File: src/rtl/azm_pkg.sv
package azm_pkg;

  // Strobes passed from the control to the datapath each cycle
  typedef struct packed {
    logic load;      // capture and scale the presented pair
    logic gainDown;  // step the mute gain towards zero
    logic gainUp;    // step the mute gain towards unity
  } azm_strobe_t;

endpackage

File: src/rtl/azm_ctrl.sv
module azm_ctrl
  import azm_pkg::*;
#(
  parameter int ZERO_LIMIT = 65536
) (
  input  logic        clk,
  input  logic        rstN,
  input  logic        sampleValid,
  input  logic        sampleZero,
  input  logic        muteN,
  input  logic        gainAtMin,
  input  logic        gainAtMax,
  output azm_strobe_t strobes,
  output logic        zeroPullN
);

  localparam int CNT_W = $clog2(ZERO_LIMIT + 1);
  localparam logic [CNT_W-1:0] CNT_TOP = CNT_W'(ZERO_LIMIT);

  logic             dataZero;
  logic             curZero;
  logic             hitNonZero;
  logic [CNT_W-1:0] runCount;

  assign hitNonZero = sampleValid && !sampleZero;
  assign curZero    = sampleValid ? sampleZero : dataZero;

  // Remember whether the most recent pair was silent
  always_ff @(posedge clk or negedge rstN) begin
    if (!rstN) begin
      dataZero <= 1'b0;
    end else if (sampleValid) begin
      dataZero <= sampleZero;
    end
  end

  // Saturating run counter of silent bit clocks
  always_ff @(posedge clk or negedge rstN) begin
    if (!rstN) begin
      runCount <= '0;
    end else if (hitNonZero) begin
      runCount <= '0;
    end else if (curZero && (runCount != CNT_TOP)) begin
      runCount <= runCount + 1'b1;
    end
  end

  assign zeroPullN = (runCount != CNT_TOP);

  always_comb begin
    strobes.load     = sampleValid;
    strobes.gainDown = sampleValid && !muteN && !gainAtMin;
    strobes.gainUp   = sampleValid &&  muteN && !gainAtMax;
  end


  flag_onset_chk: assert property (@(posedge clk) disable iff (!rstN)
    $fell(zeroPullN) |-> ($past(runCount) == CNT_TOP - 1'b1));


  nonzero_clear_chk: assert property (@(posedge clk) disable iff (!rstN)
    hitNonZero |=> (runCount == '0) && zeroPullN);


  count_hold_chk: assert property (@(posedge clk) disable iff (!rstN)
    (runCount == CNT_TOP) && !hitNonZero |=> (runCount == CNT_TOP));


  count_bound_chk: assert property (@(posedge clk) disable iff (!rstN)
    runCount <= CNT_TOP);

endmodule

File: src/rtl/azm_datapath.sv
module azm_datapath
  import azm_pkg::*;
#(
  parameter int SAMPLE_W   = 24,
  parameter int RAMP_STEPS = 16
) (
  input  logic                       clk,
  input  logic                       rstN,
  input  azm_strobe_t                strobes,
  input  logic signed [SAMPLE_W-1:0] sampleLeft,
  input  logic signed [SAMPLE_W-1:0] sampleRight,
  output logic                       sampleZero,
  output logic                       gainAtMin,
  output logic                       gainAtMax,
  output logic                       outValid,
  output logic signed [SAMPLE_W-1:0] outLeft,
  output logic signed [SAMPLE_W-1:0] outRight
);

  localparam int SHIFT  = $clog2(RAMP_STEPS);
  localparam int GAIN_W = SHIFT + 1;
  localparam int PROD_W = SAMPLE_W + GAIN_W + 1;
  localparam logic [GAIN_W-1:0] GAIN_TOP = GAIN_W'(RAMP_STEPS);

  logic [GAIN_W-1:0]        gain;
  logic [GAIN_W-1:0]        gainNext;
  logic signed [GAIN_W:0]   gainSigned;
  logic signed [PROD_W-1:0] prodLeft;
  logic signed [PROD_W-1:0] prodRight;
  logic signed [PROD_W-1:0] shiftLeft;
  logic signed [PROD_W-1:0] shiftRight;

  assign sampleZero = (sampleLeft == '0) && (sampleRight == '0);
  assign gainAtMin  = (gain == '0);
  assign gainAtMax  = (gain == GAIN_TOP);

  always_comb begin
    gainNext = gain;
    if (strobes.gainDown) begin
      gainNext = gain - 1'b1;
    end else if (strobes.gainUp) begin
      gainNext = gain + 1'b1;
    end
  end

  always_ff @(posedge clk or negedge rstN) begin
    if (!rstN) begin
      gain <= GAIN_TOP;
    end else begin
      gain <= gainNext;
    end
  end

  // Scale both channels by the stepped gain, rounding towards minus infinity
  assign gainSigned = $signed({1'b0, gainNext});
  assign prodLeft   = PROD_W'(sampleLeft) * PROD_W'(gainSigned);
  assign prodRight  = PROD_W'(sampleRight) * PROD_W'(gainSigned);
  assign shiftLeft  = prodLeft >>> SHIFT;
  assign shiftRight = prodRight >>> SHIFT;

  always_ff @(posedge clk or negedge rstN) begin
    if (!rstN) begin
      outValid <= 1'b0;
      outLeft  <= '0;
      outRight <= '0;
    end else begin
      outValid <= strobes.load;
      if (strobes.load) begin
        outLeft  <= shiftLeft[SAMPLE_W-1:0];
        outRight <= shiftRight[SAMPLE_W-1:0];
      end
    end
  end


  gain_down_chk: assert property (@(posedge clk) disable iff (!rstN)
    strobes.gainDown |=> (gain + 1'b1 == $past(gain)));


  gain_up_chk: assert property (@(posedge clk) disable iff (!rstN)
    strobes.gainUp |=> (gain == $past(gain) + 1'b1));


  gain_idle_chk: assert property (@(posedge clk) disable iff (!rstN)
    !strobes.load |=> $stable(gain));


  gain_range_chk: assert property (@(posedge clk) disable iff (!rstN)
    gain <= GAIN_TOP);


  valid_follow_chk: assert property (@(posedge clk) disable iff (!rstN)
    strobes.load |=> outValid);


  valid_quiet_chk: assert property (@(posedge clk) disable iff (!rstN)
    !strobes.load |=> !outValid);

endmodule

File: src/rtl/audio_zero_mute.sv
module audio_zero_mute
  import azm_pkg::*;
#(
  parameter int SAMPLE_W   = 24,
  parameter int ZERO_LIMIT = 65536,
  parameter int RAMP_STEPS = 16
) (
  input  logic                       clk,
  input  logic                       rstN,
  input  logic                       sampleValid,
  input  logic signed [SAMPLE_W-1:0] sampleLeft,
  input  logic signed [SAMPLE_W-1:0] sampleRight,
  input  logic                       muteN,
  output logic                       zeroPullN,
  output logic                       outValid,
  output logic signed [SAMPLE_W-1:0] outLeft,
  output logic signed [SAMPLE_W-1:0] outRight
);

  azm_strobe_t strobes;
  logic        sampleZero;
  logic        gainAtMin;
  logic        gainAtMax;

  azm_ctrl #(
    .ZERO_LIMIT(ZERO_LIMIT)
  ) u_ctrl (
    .clk        (clk),
    .rstN       (rstN),
    .sampleValid(sampleValid),
    .sampleZero (sampleZero),
    .muteN      (muteN),
    .gainAtMin  (gainAtMin),
    .gainAtMax  (gainAtMax),
    .strobes    (strobes),
    .zeroPullN  (zeroPullN)
  );

  azm_datapath #(
    .SAMPLE_W  (SAMPLE_W),
    .RAMP_STEPS(RAMP_STEPS)
  ) u_datapath (
    .clk        (clk),
    .rstN       (rstN),
    .strobes    (strobes),
    .sampleLeft (sampleLeft),
    .sampleRight(sampleRight),
    .sampleZero (sampleZero),
    .gainAtMin  (gainAtMin),
    .gainAtMax  (gainAtMax),
    .outValid   (outValid),
    .outLeft    (outLeft),
    .outRight   (outRight)
  );

endmodule

File: config.mk
export PLATFORM = sky130hd
export DESIGN_NAME = audio_zero_mute
export DESIGN_NICKNAME = d
export VERILOG_FILES = /design/src/rtl/azm_pkg.sv /design/src/rtl/azm_ctrl.sv /design/src/rtl/azm_datapath.sv /design/src/rtl/audio_zero_mute.sv
export SDC_FILE = /design/constraint.sdc
export NUM_CORES = 1
export LEC_CHECK = 0
export BUFFER_PORTS_ARGS = -buffer_cell sky130_fd_sc_hd__clkbuf_2
export CAP_MARGIN = 30
export CORE_MARGIN = 3
export CORE_UTILIZATION = 65
export DETAILED_ROUTE_END_ITERATION = 6
export PLACE_DENSITY = 0.86
export SYNTH_ARGS = -nofsm -noshare
export SYNTH_HDL_FRONTEND = slang
export SYNTH_SLANG_ARGS = --single-unit
export TNS_END_PERCENT = 5
File: constraint.sdc
create_clock -name clk -period 10.26 [get_ports clk]
set_input_delay 2.052 -clock clk [delete_from_list [all_inputs] [get_ports clk]]
set_output_delay 2.052 -clock clk [all_outputs]
set_load 0.1 [all_outputs]
* Word-level counts from Yosys, hierarchy flattened *
Cells that the tools add are included.
Widths: inputs -> output; s select.

operators by class
  $mul = 2
  multiplexer cells = 5
  reductions and logical operators = 15
  add/subtract/negate cells = 3
  equal/unequal tests = 2

operator list
  operator               count
  $mul 24x6->28          2
  $logic_not 24->1       2
  $mux 17                2
  $add 17x1->17 const B  1
  $ne 17x17->1 const B   1
  $mux 5                 2
  $logic_and 1x1->1      7
  $add 5x1->5 const B    1
  $eq 5x5->1 const B     1
  $logic_not 5->1        1
  $sub 5x1->5 const B    1
  $logic_not 1->1        4
  $reduce_bool 2->1      1
  $mux 1                 1

word-level totals
  input bits = 52
  output and inout bits = 50
  flip-flop bits (word level) = 72
  word-level logic and storage cells = 33

* Logic depth before layout (Yosys ltp) *
Gate-level depths: netlist (run 1).

  word-level depth = 6
  depth in mapped cells = 25
  depth with buffers taken out = 23

* Modules after synthesis *
From an unflattened synthesis (run 1), not the netlist that was laid out.

second synthesis, totals
  cells, all modules = 1305
  area total of the unflattened synthesis = 11567.3 µm²

by module, submodules not included
  module        area each (µm²)  cells an instance  times used  seq. area each (µm²)
  azm_datapath  10520.1          1201               1           1352.5
  azm_ctrl      1047.3           104                1           450.4

* Worst setup path before layout (run 1) *
Ideal clock, no wire load.

  kind = input-to-reg
  start point = input port sampleValid
  end point = register u_datapath.outLeft[22]
  required time = 10.128 ns
  path buffers = 3
  setup time = 0.132 ns
  arrival time = 7.136 ns
  setup slack = 2.992 ns
  cell stages on the path = 23
  path through = clkbuf_1 > nand2b_1 > nor2_1 > a22oi_1 > xnor2_1 > clkbuf_1 > clkbuf_1 > nand2_1 > fa_1 > inv_1 > fa_1 > inv_1 > fa_1 > inv_1 > ha_1 > and3_1 > a221oi_1 > nand3_1 > nand3_1 > a211oi_4 > or4b_4 > nand3_2 > or3b_1

between the ends
  cells in the longest elaborated chain, start to end = 5
  elaborated cells between the ends (all ways) = 7
  classes of those cells = 1 x mul; 2 x mux; 4 x reduce/logical

ends and longest elaborated chain
  element                           RTL line               RTL
  start: declaration                audio_zero_mute.sv:10  input logic sampleValid,
  $logic_and 1x1->1 (2 in a row)    azm_ctrl.sv:53         strobes.gainUp = sampleValid && muteN && !gainAtMax;
  $mux 5                            azm_datapath.sv:41     end else if (strobes.gainUp) begin
  $mux 5 *                          azm_datapath.sv:39     if (strobes.gainDown) begin
  named net u_datapath.gainNext[2]  azm_datapath.sv:26     logic [GAIN_W-1:0] gainNext;
  $mul 24x6->28 *                   azm_datapath.sv:56     assign prodLeft = PROD_W'(sampleLeft) * PROD_W'(gainSigned);
  end signal: assignment            azm_datapath.sv:69     outLeft <= shiftLeft[SAMPLE_W-1:0];
  end: declaration                  azm_datapath.sv:16     output logic signed [SAMPLE_W-1:0] outLeft,

Mark *: on every way through the listed nets, which the timed path passes. The rest lies on a longest branch.
A chain may end at the register's enable or synchronous reset.

* Worst setup path in the final report (run 1) *
  start point = input port sampleValid
  end point = register u_datapath.outLeft[23]

between the ends
  cells in the longest elaborated chain, start to end = 5
  elaborated cells between the ends (all ways) = 7
  classes of those cells = 1 x mul; 2 x mux; 4 x reduce/logical

ends and longest elaborated chain
  element                         RTL line
  $logic_and 1x1->1 (2 in a row)  azm_ctrl.sv:53
  $mux 5                          azm_datapath.sv:41
  $mux 5                          azm_datapath.sv:39
  $mul 24x6->28                   azm_datapath.sv:56

Several ways; a longest one is shown, not always the timed one.

==> metrics.log, run 1 <==
[metrics] result of the run: completed
[metrics] antenna diode instance count: 0
[metrics] most common library cell in the layout ignoring fill and taps: sky130_fd_sc_hd__inv_1
[metrics] vias in the first global route: between 9,000 and 10,000
[metrics] fraction of synthesis flops using an asynchronous set or reset pin: between 90% and 100%
[metrics] wire length of the first global-routing pass: 44.9 mm
[metrics] post-route setup TNS: 0 ns
[metrics] synthesized flop and latch total: 72
[metrics] average footprint of a synthesized cell: about 9 um2
[metrics] TritonCTS clock tree: built
[metrics] Final setup violation count: 0
[metrics] leading post-synthesis cells by cell area: sky130_fd_sc_hd__fa_1 25%, sky130_fd_sc_hd__dfrtp_1 16%, sky130_fd_sc_hd__and2_1 12%
[metrics] final routed DRC violation total: 0
[metrics] Core Box Area: 16,900 um2
[metrics] Clk Latency, worst-skew pair: about 0.35 ns
[metrics] Wirelength per Cell: roughly 16 um
[metrics] overflow left after global routing: 0
[metrics] post-synthesis instance area: between 10,000 and 15,000 um2
[metrics] quantity of gates resized following cts: 0
[metrics] Crit path required time: 10.45 ns
[metrics] hold bufs inserted after CTS: 0
[metrics] number of violations of the max-capacitance limit: 0
[metrics] clock-pin slew on the worst setup and hold paths: about 0.060 ns
[metrics] RSZ-0062 raised after global routing: false
[metrics] Worst Skew: between 0.003 and 0.004 ns
[metrics] floorplan die area: 19,200 um2
[metrics] maximum number of pins on one net before global-route repair: 73
[metrics] number of enable-type register cells in the synthesized netlist: 0
[metrics] Root Driver: sky130_fd_sc_hd__clkbuf_16
[metrics] arrival time of the worst setup path: between 8 and 9 ns
[metrics] number of cell rows: between 40 and 50
[metrics] count of vias placed by the detailed router: between 9,000 and 10,000
[metrics] capturing element type of the critical path: register
[metrics] Layout Nets: roughly 1,700
[metrics] Period Utilization, post-route: 81.8%
[metrics] TritonCTS sink count: between 70 and 80
[metrics] crit path launch type: input pin
[metrics] Tmin final: 8.40 ns
[metrics] routed wire length: 26.1 mm
[metrics] Ports: between 100 and 150
[metrics] max_slew headroom: 39.5%
[metrics] most instantiated flip-flop cell in the synthesis netlist: sky130_fd_sc_hd__dfrtp_1
[metrics] type of the worst setup path: in2reg
[metrics] Initial DRC Count: between 400 and 500
[metrics] Post-Syn Nets: about 1,600
[metrics] Tightest Hold Check Type: reg2reg
[metrics] CP Max Fanout: 35
[metrics] synthesized netlist cell count: between 1,000 and 1,500
[metrics] Via density: 5.72
[metrics] detailed-routing iteration count for the pre-antenna-repair pass: 7
[metrics] sequential area share after synthesis: between 10% and 20%
[metrics] number of CTS-inserted buffers: 9
[metrics] Final Instance Area: ~12,000 um2
[metrics] final weighted congestion in routability-driven placement: 0.910
[metrics] overall global routing resource usage: roughly 28%
[metrics] most frequent cells in the layout: 230 x sky130_fd_sc_hd__inv_1, 222 x sky130_fd_sc_hd__and2_1, 140 x sky130_fd_sc_hd__fa_1
[metrics] number of nets with antenna violations after detailed routing: 0
[metrics] portion of synthesized cell area occupied by the leading cell type: about a quarter
[metrics] area post-placement: between 10,000 and 15,000 um2
[metrics] Final Max Slew Viols: 0
[metrics] cell type contributing the most total cell area after synthesis: sky130_fd_sc_hd__fa_1
[metrics] floorplan die width: approximately 140 um
[metrics] worst-margin pin slew: about 0.91 ns
[metrics] Unique masters post-synth: 68
[metrics] antenna violations before repair: 0
[metrics] hold violation total from the final report: 0
[metrics] clock buffer depth: 2
[metrics] achievable frequency: ~120 MHz
[metrics] vertical die dimension: 138 um
[metrics] Synthesis Warnings: 0
[metrics] sum of net half-perimeters after detailed placement: around 20 mm
[metrics] CTS H-tree depth: 3
[metrics] count of input and output buffers: 101
[metrics] initial standard-cell utilization of the core: between 60% and 70%
[metrics] share of post-route cells with drive strength above 1: between 10% and 20%
[metrics] post-CTS setup buffer count: 0
[metrics] area growth from synthesis to final layout: 9.47%
[critical path: stages]
cell,delay [ns]
sky130_fd_sc_hd__clkbuf_2,0.66
sky130_fd_sc_hd__nand3_1,0.31
sky130_fd_sc_hd__inv_1,0.11
sky130_fd_sc_hd__a22oi_1,0.12
sky130_fd_sc_hd__xnor2_2,0.59
sky130_fd_sc_hd__buf_4,0.44
sky130_fd_sc_hd__and2_1,0.21
sky130_fd_sc_hd__fa_1,0.42
sky130_fd_sc_hd__fa_1,0.50
sky130_fd_sc_hd__inv_1,0.06
sky130_fd_sc_hd__fa_1,0.53
sky130_fd_sc_hd__inv_1,0.05
sky130_fd_sc_hd__ha_1,0.37
sky130_fd_sc_hd__a21oi_1,0.37
sky130_fd_sc_hd__a21boi_0,0.42
sky130_fd_sc_hd__a311oi_1,0.12
sky130_fd_sc_hd__a2111oi_2,0.59
sky130_fd_sc_hd__o21ai_1,0.19
sky130_fd_sc_hd__o31ai_2,0.23
sky130_fd_sc_hd__xnor2_1,0.14
sky130_fd_sc_hd__a21oi_1,0.08
[sequential cells by signal (all words and copies together) (netlist names)]
register	cells
u_datapath.outRight	24
u_ctrl.runCount	17
u_datapath.outValid	1
u_datapath.gain	5
u_datapath.outLeft	24
u_ctrl.dataZero	1
[metal layers]
| layer | wire length, um | global-route usage (%) | vias up |
|---|---|---|---|
| met2 | 13100 | 48.5 | 269 |
| met3 | 1160 | 3.94 | 75 |
| met5 | 0 | 0 | - |
| met1 | 10900 | 35.9 | 4486 |
| li1 | - | - | 4259 |
| met4 | 930 | 11.2 | 0 |
[metrics by stage]
stage,setup slack [ns],hold slack [ns],instances,util [%]
finish,1.86,0.485,1589,74.0
global route,1.32,0.516,1589,74.0
CTS,1.95,0.490,1588,73.8
detailed placement,1.59,0.474,1572,71.9
global placement,1.78,0.466,1572,71.9
floorplan,2.99,0.466,1280,-
[final cells by class]
class                      instances  area (um2)
timing repair buffer             109         588
sequential                        72        1800
tap                              220         275
inverter                         230         863
fill                            1214        4400
multi-input combinational        942        8620
clock buffer                       9         225
clock inverter                     7         103
[cells by family (layout without fill, tap and decap cells)]
| logic type | after synthesis | after routing | synth area share, % |
|---|---|---|---|
| AO/OA/AOI/OAI | 153 | 153 | 9.50 |
| XOR/XNOR | 61 | 61 | 4.69 |
| adder cells (fa/ha/maj) | 242 | 242 | 35.8 |
| buffers and inverters | 266 | 355 | 8.76 |
| flip-flops | 72 | 72 | 15.8 |
| multiplexers | 29 | 29 | 2.85 |
| AND/OR/NAND/NOR | 457 | 457 | 22.6 |
[worst paths after layout]
path	from	slack, ns	endpoint	cells after the start
setup reg to reg	u_datapath.gain[0]	3.34	u_datapath.outLeft[23]	23
max in group asynchronous	rstN	8.22	u_datapath.gain[4]	2
min in group asynchronous	rstN	1.71	u_ctrl.runCount[9]	2
setup / recovery	sampleValid	1.86	u_datapath.outLeft[23]	21
hold / removal	u_datapath.outRight[15]	0.48	u_datapath.outRight[15]	2
hold reg to reg	u_datapath.outRight[15]	0.48	u_datapath.outRight[15]	2
[synthesized netlist by cell type, types with 2 or more instances]
cell type,count
sky130_fd_sc_hd__a211o_1,3
sky130_fd_sc_hd__a211oi_1,3
sky130_fd_sc_hd__a21boi_0,5
sky130_fd_sc_hd__a21o_1,20
sky130_fd_sc_hd__a21oi_1,40
sky130_fd_sc_hd__a221oi_1,2
sky130_fd_sc_hd__a31oi_1,3
sky130_fd_sc_hd__and2_1,222
sky130_fd_sc_hd__and3_1,11
sky130_fd_sc_hd__buf_1,3
sky130_fd_sc_hd__clkbuf_1,33
sky130_fd_sc_hd__dfrtp_1,71
sky130_fd_sc_hd__fa_1,140
sky130_fd_sc_hd__ha_1,102
sky130_fd_sc_hd__inv_1,230
sky130_fd_sc_hd__mux2_2,28
sky130_fd_sc_hd__nand2_1,60
sky130_fd_sc_hd__nand2b_1,7
sky130_fd_sc_hd__nand3_1,20
sky130_fd_sc_hd__nand3b_1,3
sky130_fd_sc_hd__nand4_1,13
sky130_fd_sc_hd__nand4b_1,4
sky130_fd_sc_hd__nor2_1,63
sky130_fd_sc_hd__nor2b_1,3
sky130_fd_sc_hd__nor3_1,14
sky130_fd_sc_hd__nor4_1,15
sky130_fd_sc_hd__nor4b_1,3
sky130_fd_sc_hd__o211ai_1,7
sky130_fd_sc_hd__o21a_1,9
sky130_fd_sc_hd__o21ai_0,26
sky130_fd_sc_hd__o21ai_1,2
sky130_fd_sc_hd__o21bai_1,4
sky130_fd_sc_hd__o311ai_0,4
sky130_fd_sc_hd__o31ai_1,7
sky130_fd_sc_hd__or2_2,2
sky130_fd_sc_hd__or3_1,6
sky130_fd_sc_hd__or3b_2,2
sky130_fd_sc_hd__xnor2_1,34
sky130_fd_sc_hd__xor2_1,27
Power of run 1 is not shown: default switching activity piles up to over one toggle a cycle in this logic, so the estimate is an artifact.
==> run 2: changes to the inputs <==
--- a/config.mk
+++ b/config.mk
@@ -8,9 +8,9 @@
 export BUFFER_PORTS_ARGS = -buffer_cell sky130_fd_sc_hd__clkbuf_2
 export CAP_MARGIN = 30
 export CORE_MARGIN = 3
-export CORE_UTILIZATION = 65
+export CORE_UTILIZATION = 63
 export DETAILED_ROUTE_END_ITERATION = 6
-export PLACE_DENSITY = 0.86
+export PLACE_DENSITY = 0.84
 export SYNTH_ARGS = -nofsm -noshare
 export SYNTH_HDL_FRONTEND = slang
 export SYNTH_SLANG_ARGS = --single-unit
==> constraint.sdc (replaced) <==
create_clock -name clk -period 8.25 [get_ports clk]
set_input_delay 1.65 -clock clk [delete_from_list [all_inputs] [get_ports clk]]
set_output_delay 1.65 -clock clk [all_outputs]
set_load 0.1 [all_outputs]
==> run 2 against run 1 <==
  * Flip-flop and latch count did not move
  * Core utilization down 2.5 points
  * Setup slack got worse by 0.68 ns
  * Register-to-register slack got worse by 1.5 ns
  * Non-clock buffer count rose by 4
  * First-iteration DRC count up 27%
  * Critical path depth fell by 1
  * Hold slack improved by 0.0066 ns
  * Clock-buffer cell count stayed put
  * Die area rose by 3.0%
  * Global-route usage fell by 0.51 points
  * Wire length fell by 2.9%
  * Largest cell class unchanged
  * Highest routed layer unchanged
==> metrics.log, run 2 (synthesis gave the netlist of run 1 again) <==
[metrics] Core Box Area: 17,500 um2 (was 16,900 um2)
[metrics] Wirelength per Cell: 15.8 um (was 16.4 um)
[metrics] overflow left after global routing: 0 (unchanged)
[metrics] slowest stage delay, CP: 0.60 ns (was 0.66 ns)
[metrics] maximum number of pins on one net before global-route repair: 73 (unchanged)
[metrics] area growth from synthesis to final layout: 9.50% (was 9.47%)
[metrics] count of vias placed by the detailed router: 8,982 (was 9,089)
[metrics] hold violation total from the final report: 0 (unchanged)
[metrics] Final Max Slew Viols: 0 (unchanged)
[metrics] antenna violations before repair: 0 (unchanged)
[metrics] type of the worst setup path: in2reg (unchanged)
[metrics] number of violations of the max-capacitance limit: 0 (unchanged)
[metrics] overall global routing resource usage: 27.6% (was 28.1%)
[metrics] CTS H-tree depth: 3 (unchanged)
[metrics] Period Utilization, post-route: 85.7%
[metrics] initial standard-cell utilization of the core: 65.2% (was 67.6%)
[metrics] Tmin final: around 7 ns
[metrics] CP cell instances: clkbuf_2 > nand3_1 > or3_1 > o21a_1 > inv_1 > and2_1 > ha_1 > fa_1 > inv_1 > fa_1 > inv_1 > ha_1 > a21oi_1 > a21boi_0 > a311oi_1 > a2111oi_2 > o21ai_1 > o31ai_2 > xnor2_1 > a21oi_1 (was clkbuf_2 > nand3_1 > inv_1 > a22oi_1 > xnor2_2 > buf_4 > and2_1 > fa_1 > fa_1 > inv_1 > fa_1 > inv_1 > ha_1 > a21oi_1 > a21boi_0 > a311oi_1 > a2111oi_2 > o21ai_1 > o31ai_2 > xnor2_1 > a21oi_1)
[metrics] Initial DRC Count: 567 (was 447)
[metrics] capturing element type of the critical path: register (unchanged)
[metrics] clock buffer depth: 2 (unchanged)
[metrics] sum of net half-perimeters after detailed placement: 20.0 mm (was 20.4 mm)
[metrics] worst hold path startpoint: u_datapath.outRight[5] (was u_datapath.outRight[15])
[metrics] CP bufs+invs: 4 (was 5)
[metrics] arrival time of the worst setup path: 7.28 ns (was 8.59 ns)
[metrics] floorplan die width: 141 um (was 138 um)
[metrics] TritonCTS clock tree: built (unchanged)
[metrics] number of CTS-inserted buffers: 9 (unchanged)
[metrics] number of nets with antenna violations after detailed routing: 0 (unchanged)
[metrics] crit path launch type: input pin (unchanged)
[metrics] category of cells accounting for the largest share of critical-path delay: compound AO/OA/AOI/OAI gates (unchanged)
[metrics] routed wire length: 25.3 mm (was 26.1 mm)
[metrics] wire length of the first global-routing pass: 45.0 mm (was 44.9 mm)
[metrics] Worst Skew: 0.00711 ns (was 0.00378 ns)
[metrics] number of filler cells placed in the layout: 1,305 (was 1,214)
[metrics] most common library cell in the layout ignoring fill and taps: sky130_fd_sc_hd__inv_1 (unchanged)
[metrics] post-CTS setup buffer count: 0 (unchanged)
[metrics] Layout Nets: 1,662 (was 1,658)
[metrics] clock-pin slew on the worst setup and hold paths: 0.07 ns (was 0.06 ns)
[metrics] max_slew headroom: 39.8% (was 39.5%)
[metrics] result of the run: completed (unchanged)
[metrics] slack of the worst reg-to-reg path: 1.80 ns (was 3.34 ns)
[metrics] number of cell rows: 48 (was 47)
[metrics] worst-margin pin slew: 0.901 ns (was 0.907 ns)
[metrics] Clk Latency, worst-skew pair: 0.36 ns (was 0.35 ns)
[metrics] most frequent cells in the layout: 230 x sky130_fd_sc_hd__inv_1, 222 x sky130_fd_sc_hd__and2_1, 140 x sky130_fd_sc_hd__fa_1 (unchanged)
[metrics] Critical Path Slowest Stage Cell: sky130_fd_sc_hd__a2111oi_2 (was sky130_fd_sc_hd__clkbuf_2)
[metrics] Via density: 5.62 (was 5.72)
[metrics] post-route setup TNS: 0 ns (unchanged)
[metrics] floorplan die area: 19,700 um2 (was 19,200 um2)
[metrics] vias in the first global route: 9,475 (was 9,640)
[metrics] vertical die dimension: 141 um (was 138 um)
[metrics] final weighted congestion in routability-driven placement: 0.910 (about the same)
[metrics] cell type with the highest occurrence count on the critical path: sky130_fd_sc_hd__inv_1
[metrics] Final setup violation count: 0 (unchanged)
[metrics] launch point of the critical path: sampleValid (unchanged)
[metrics] hold bufs inserted after CTS: 0 (unchanged)
[metrics] share of post-route cells with drive strength above 1: 13.3% (was 13.1%)
[metrics] achievable frequency: 141 MHz
[metrics] Tightest Hold Check Type: reg2reg (unchanged)
[metrics] startpoint of the worst-slack reg-to-reg timing path: u_datapath.gain[0] (unchanged)
[metrics] registers with the highest flip-flop counts: u_datapath.outLeft: 24 flops, u_datapath.outRight: 24 flops, u_ctrl.runCount: 17 flops (unchanged)
[metrics] final routed DRC violation total: 0 (unchanged)
[metrics] count of input and output buffers: 101 (unchanged)
[metrics] antenna diode instance count: 0 (unchanged)
[metrics] quantity of gates resized following cts: 0 (unchanged)
[metrics] CP Max Fanout: 25 (was 35)
[metrics] RSZ-0062 raised after global routing: false (unchanged)
[metrics] Crit path required time: 8.46 ns (was 10.45 ns)
[metrics] detailed-routing iteration count for the pre-antenna-repair pass: 4 (was 7)
[metrics] TritonCTS sink count: 72 (unchanged)
[metrics] Ports: 102 (unchanged)
[metrics] Root Driver: sky130_fd_sc_hd__clkbuf_16 (unchanged)
-- run 2: metrics by stage --
| step | instances | worst slack (ns) | cell area (um2) | hold WS, ns | util (%) |
|---|---|---|---|---|---|
| 5_1_grt | 1598 | 0.599 | 12500 | 0.522 | 71.4 |
| 4_1_cts | 1597 | 1.20 | 12500 | 0.494 | 71.3 |
| 3_3_place_gp | 1581 | 1.01 | 12200 | 0.466 | 69.6 |
| 3_5_place_dp | 1581 | 0.851 | 12200 | 0.477 | 69.6 |
| 6_report | 1598 | 1.18 | 12500 | 0.491 | 71.4 |
| 2_1_floorplan | 1280 | 1.38 | 11400 | 0.466 | - |
-- run 2: layer usage --
metal / routed length [um] / part of all wire [%] / GRT usage [%]
met1: 11000 / 43 / 37.2
met2: 12100 / 48 / 45.6
met3: 1510 / 6.0 / 4.37
met4: 743 / 2.9 / 9.43
met5: 0 / 0 / 0
-- run 2: cell type report --
class | instances | area (um2) | share of cell area, %
flip-flops and latches | 72 | 1800 | 14.4
clock inverters | 7 | 61.3 | 0.491
well taps | 225 | 282 | 2.25
inverters | 230 | 863 | 6.91
multi-input cells | 942 | 8630 | 69.1
clock buffers | 9 | 225 | 1.80
repair buffers | 113 | 618 | 4.95
-- run 2: worst paths after layout --
check | to | cells after the start
setup reg to reg | u_datapath.outLeft[23] | 21
max in group asynchronous | u_datapath.gain[4] | 2
min in group asynchronous | u_ctrl.runCount[6] | 1
setup / recovery | u_datapath.outLeft[23] | 20
hold / removal | u_datapath.outRight[5] | 2
hold reg to reg | u_datapath.outRight[5] | 2
-- run 2: worst reg2reg max path: stages (launching register included) --
cell and delay, ns:
sky130_fd_sc_hd__dfrtp_1 0.49, sky130_fd_sc_hd__inv_1 0.13, sky130_fd_sc_hd__ha_1 0.24, sky130_fd_sc_hd__or3b_2 0.49
sky130_fd_sc_hd__o21ai_2 0.30, sky130_fd_sc_hd__xnor2_2 0.12, sky130_fd_sc_hd__buf_4 0.20, sky130_fd_sc_hd__and2_1 0.19
sky130_fd_sc_hd__fa_1 0.53, sky130_fd_sc_hd__inv_1 0.06, sky130_fd_sc_hd__fa_1 0.49, sky130_fd_sc_hd__fa_1 0.49
sky130_fd_sc_hd__inv_1 0.04, sky130_fd_sc_hd__ha_1 0.34, sky130_fd_sc_hd__a211o_1 0.34, sky130_fd_sc_hd__a2111oi_4 0.49
sky130_fd_sc_hd__o21ai_1 0.19, sky130_fd_sc_hd__a2111oi_2 0.54, sky130_fd_sc_hd__o21ai_1 0.18, sky130_fd_sc_hd__o31ai_2 0.22
sky130_fd_sc_hd__xnor2_1 0.14, sky130_fd_sc_hd__a21oi_1 0.08
Power of run 2 is left out for the same reason.
==> run 3: changes to the inputs <==
--- a/config.mk
+++ b/config.mk
@@ -10,7 +10,8 @@
 export CORE_MARGIN = 3
 export CORE_UTILIZATION = 63
 export DETAILED_ROUTE_END_ITERATION = 6
-export PLACE_DENSITY = 0.84
+export GPL_ROUTABILITY_DRIVEN = 0
+export PLACE_DENSITY = 0.92
 export SYNTH_ARGS = -nofsm -noshare
 export SYNTH_HDL_FRONTEND = slang
 export SYNTH_SLANG_ARGS = --single-unit
==> run 3 against run 2 <==
  * Sequential share of layout area fell by 0.066 points
  * Non-clock buffer count did not move
  * Global-route usage rose by 0.40 points
  * Critical path depth rose by 1
  * Hold slack got worse by 0.0020 ns
  * Flip-flop and latch count did not move
  * Cell count did not move
  * Clock skew barely moved
  * Clock-buffer cell count did not move
  * Design area rose by 0.46%
  * Die area did not move
  * Register-to-register slack got worse by 0.41 ns
  * Critical endpoint unchanged
  * Highest routed layer unchanged
==> metrics.log, run 3 (synthesis gave the netlist of run 1 again) <==
[metrics] TritonCTS clock tree: built (unchanged)
[metrics] number of violations of the max-capacitance limit: 0 (unchanged)
[metrics] hold bufs inserted after CTS: 0 (unchanged)
[metrics] Wirelength per Cell: 16.7 um (was 15.8 um)
[metrics] number of filler cells placed in the layout: 1,212 (was 1,305)
[metrics] share of post-route cells with drive strength above 1: 13.3% (unchanged)
[metrics] Via density: 5.76 (was 5.62)
[metrics] worst hold margin: 0.489 ns (was 0.491 ns)
[metrics] slack of the worst reg-to-reg path: 1.39 ns (was 1.80 ns)
[metrics] post-route insts no fill: 1,598 (unchanged)
[metrics] Tmin final: 7.49 ns (was 7.07 ns)
[metrics] registers with the highest flip-flop counts: u_datapath.outLeft: 24 flops, u_datapath.outRight: 24 flops, u_ctrl.runCount: 17 flops (unchanged)
[metrics] overall global routing resource usage: 28.0% (was 27.6%)
[metrics] Final setup violation count: 0 (unchanged)
[metrics] achievable frequency: 134 MHz (was 141 MHz)
[metrics] post-CTS setup buffer count: 0 (unchanged)
[metrics] vias in the first global route: 9,503 (was 9,475)
[metrics] vertical die dimension: 141 um (unchanged)
[metrics] floorplan die area: 19,700 um2 (unchanged)
[metrics] hold violation total from the final report: 0 (unchanged)
[metrics] Final Max Slew Viols: 0 (unchanged)
[metrics] detailed-routing iteration count for the pre-antenna-repair pass: 5 (was 4)
[metrics] Ports: 102 (unchanged)
[metrics] number of CTS-inserted buffers: 9 (unchanged)
[metrics] Min-Delay Endpoint: u_datapath.outRight[15] (was u_datapath.outRight[5])
[metrics] startpoint of the worst-slack reg-to-reg timing path: u_datapath.gain[0] (unchanged)
[metrics] Crit path required time: 8.47 ns (was 8.46 ns)
[metrics] post-route setup TNS: 0 ns (unchanged)
[metrics] hold path depth: 2 (unchanged)
[metrics] type of the worst setup path: in2reg (unchanged)
[metrics] routed wire length: 26.8 mm (was 25.3 mm)
[metrics] area growth from synthesis to final layout: 10.0% (was 9.50%)
[metrics] worst-margin pin slew: 0.904 ns (was 0.901 ns)
[metrics] R2R depth: 21 (unchanged)
[metrics] routed length on met3: 1.82 mm (was 1.51 mm)
[metrics] Worst Skew: 0.00723 ns (was 0.00711 ns)
[metrics] CTS H-tree depth: 3 (unchanged)
[metrics] CP Max Fanout: 33 (was 25)
[metrics] max_slew headroom: 39.7% (was 39.8%)
[metrics] most frequent cells in the layout: 230 x sky130_fd_sc_hd__inv_1, 222 x sky130_fd_sc_hd__and2_1, 140 x sky130_fd_sc_hd__fa_1 (unchanged)
[metrics] Initial DRC Count: 601 (was 567)
[metrics] wire length of the first global-routing pass: 45.4 mm (was 45.0 mm)
[metrics] worst setup margin: 0.763 ns (was 1.18 ns)
[metrics] maximum number of pins on one net before global-route repair: 73 (unchanged)
[metrics] antenna diode instance count: 0 (unchanged)
[metrics] quantity of gates resized following cts: 0 (unchanged)
[metrics] Layout Nets: 1,662 (unchanged)
[metrics] TritonCTS sink count: 72 (unchanged)
[metrics] overflow left after global routing: 0 (unchanged)
[metrics] Period Utilization, post-route: 90.7% (was 85.7%)
[metrics] met1 routed wirelength after detailed routing: 10.9 mm (was 11.0 mm)
[metrics] antenna violations before repair: 0 (unchanged)
[metrics] clock buffer depth: 2 (unchanged)
[metrics] floorplan die width: 141 um (unchanged)
[metrics] clock-pin slew on the worst setup and hold paths: 0.07 ns (about the same)
[metrics] result of the run: completed (unchanged)
[metrics] arrival time of the worst setup path: 7.71 ns (was 7.28 ns)
[metrics] count of input and output buffers: 101 (unchanged)
[metrics] RSZ-0062 raised after global routing: false (unchanged)
[metrics] number of nets with antenna violations after detailed routing: 0 (unchanged)
[metrics] crit path launch type: input pin (unchanged)
[metrics] Clk Latency, worst-skew pair: 0.36 ns (about the same)
[metrics] most common library cell in the layout ignoring fill and taps: sky130_fd_sc_hd__inv_1 (unchanged)
[metrics] number of cell rows: 48 (unchanged)
[metrics] count of vias placed by the detailed router: 9,201 (was 8,982)
[metrics] length of routed met2 wiring: 13.2 mm (was 12.1 mm)
[metrics] sum of net half-perimeters after detailed placement: 20.6 mm (was 20.0 mm)
[metrics] endpoint of the worst register-to-register path: u_datapath.outLeft[23] (unchanged)
[metrics] Core Box Area: 17,500 um2 (unchanged)
[metrics] capturing element type of the critical path: register (unchanged)
[metrics] worst hold path startpoint: u_datapath.outRight[15] (was u_datapath.outRight[5])
[metrics] DR top layer: met4 (unchanged)
[metrics] Tightest Hold Check Type: reg2reg (unchanged)
[metrics] Root Driver: sky130_fd_sc_hd__clkbuf_16 (unchanged)
[metrics] Placed Cells: 1,581 (unchanged)
[metrics] setup slack after placement: 0.501 ns (was 0.851 ns)
[metrics] initial standard-cell utilization of the core: 65.2% (unchanged)
[metrics] final routed DRC violation total: 0 (unchanged)
run 3: cell types whose count changed in the layout (fill, tap and decap cells not counted):
cell	delta
sky130_fd_sc_hd__clkinvlp_4	-1
sky130_fd_sc_hd__clkinv_2	+1
sky130_fd_sc_hd__a31oi_4	-1
sky130_fd_sc_hd__buf_8	+1
sky130_fd_sc_hd__inv_6	-3
sky130_fd_sc_hd__buf_4	-1
sky130_fd_sc_hd__clkinv_4	+1
sky130_fd_sc_hd__bufinv_16	+3
sky130_fd_sc_hd__a31oi_2	+1
sky130_fd_sc_hd__inv_8	-1
run 3: area by class of cell:
type	count	area (um2)	share of cell area [%]
clock buffers	9	225	1.80
clock inverters	7	120	0.958
inverters	230	863	6.88
multi-input cells	942	8620	68.8
flip-flops and latches	72	1800	14.4
well taps	225	282	2.24
repair buffers	113	626	4.99
run 3: per-layer routing:
| layer | vias to the layer above | GRT usage [%] |
|---|---|---|
| li1 | 4271 | - |
| met1 | 4500 | 36.1 |
| met2 | 360 | 47.7 |
| met3 | 70 | 4.20 |
| met4 | 0 | 10.9 |
| met5 | - | 0 |
run 3: how the worst max path moves through the flow:
stage               depth (start not counted)  slack (ns)                     end        start
CTS                                        21        0.87  u_datapath.outLeft[23]  sampleValid
detailed placement                         21        0.50  u_datapath.outLeft[23]  sampleValid
global route                               21        0.45  u_datapath.outLeft[23]  sampleValid
global placement                           21        0.62  u_datapath.outLeft[23]  sampleValid
floorplan                                  23        1.38  u_datapath.outLeft[22]  sampleValid
finish                                     21        0.76  u_datapath.outLeft[23]  sampleValid
run 3: stage by stage:
stage                     utilization [%]  cell area (um2)
after global routing                 71.8            12500
final                                71.8            12500
after floorplan                         -            11400
after CTS                            71.6            12500
after global placement               69.6            12200
after detailed placement             69.6            12200
run 3: worst max-delay path, cell delays in order:
cell and delay (ns):
sky130_fd_sc_hd__clkbuf_2 0.40, sky130_fd_sc_hd__nand2b_1 0.20, sky130_fd_sc_hd__nor2_1 0.18, sky130_fd_sc_hd__a211oi_1 0.10, sky130_fd_sc_hd__a31oi_2 0.50, sky130_fd_sc_hd__buf_4 0.42
sky130_fd_sc_hd__and2_1 0.20, sky130_fd_sc_hd__fa_1 0.43, sky130_fd_sc_hd__fa_1 0.49, sky130_fd_sc_hd__inv_1 0.05, sky130_fd_sc_hd__fa_1 0.55, sky130_fd_sc_hd__inv_1 0.06
sky130_fd_sc_hd__ha_1 0.37, sky130_fd_sc_hd__a21oi_1 0.36, sky130_fd_sc_hd__a21boi_0 0.36, sky130_fd_sc_hd__a311oi_1 0.12, sky130_fd_sc_hd__a2111oi_2 0.60, sky130_fd_sc_hd__o21ai_1 0.18
sky130_fd_sc_hd__o31ai_2 0.23, sky130_fd_sc_hd__xnor2_1 0.15, sky130_fd_sc_hd__a21oi_1 0.08
Power of run 3 is left out for the same reason.
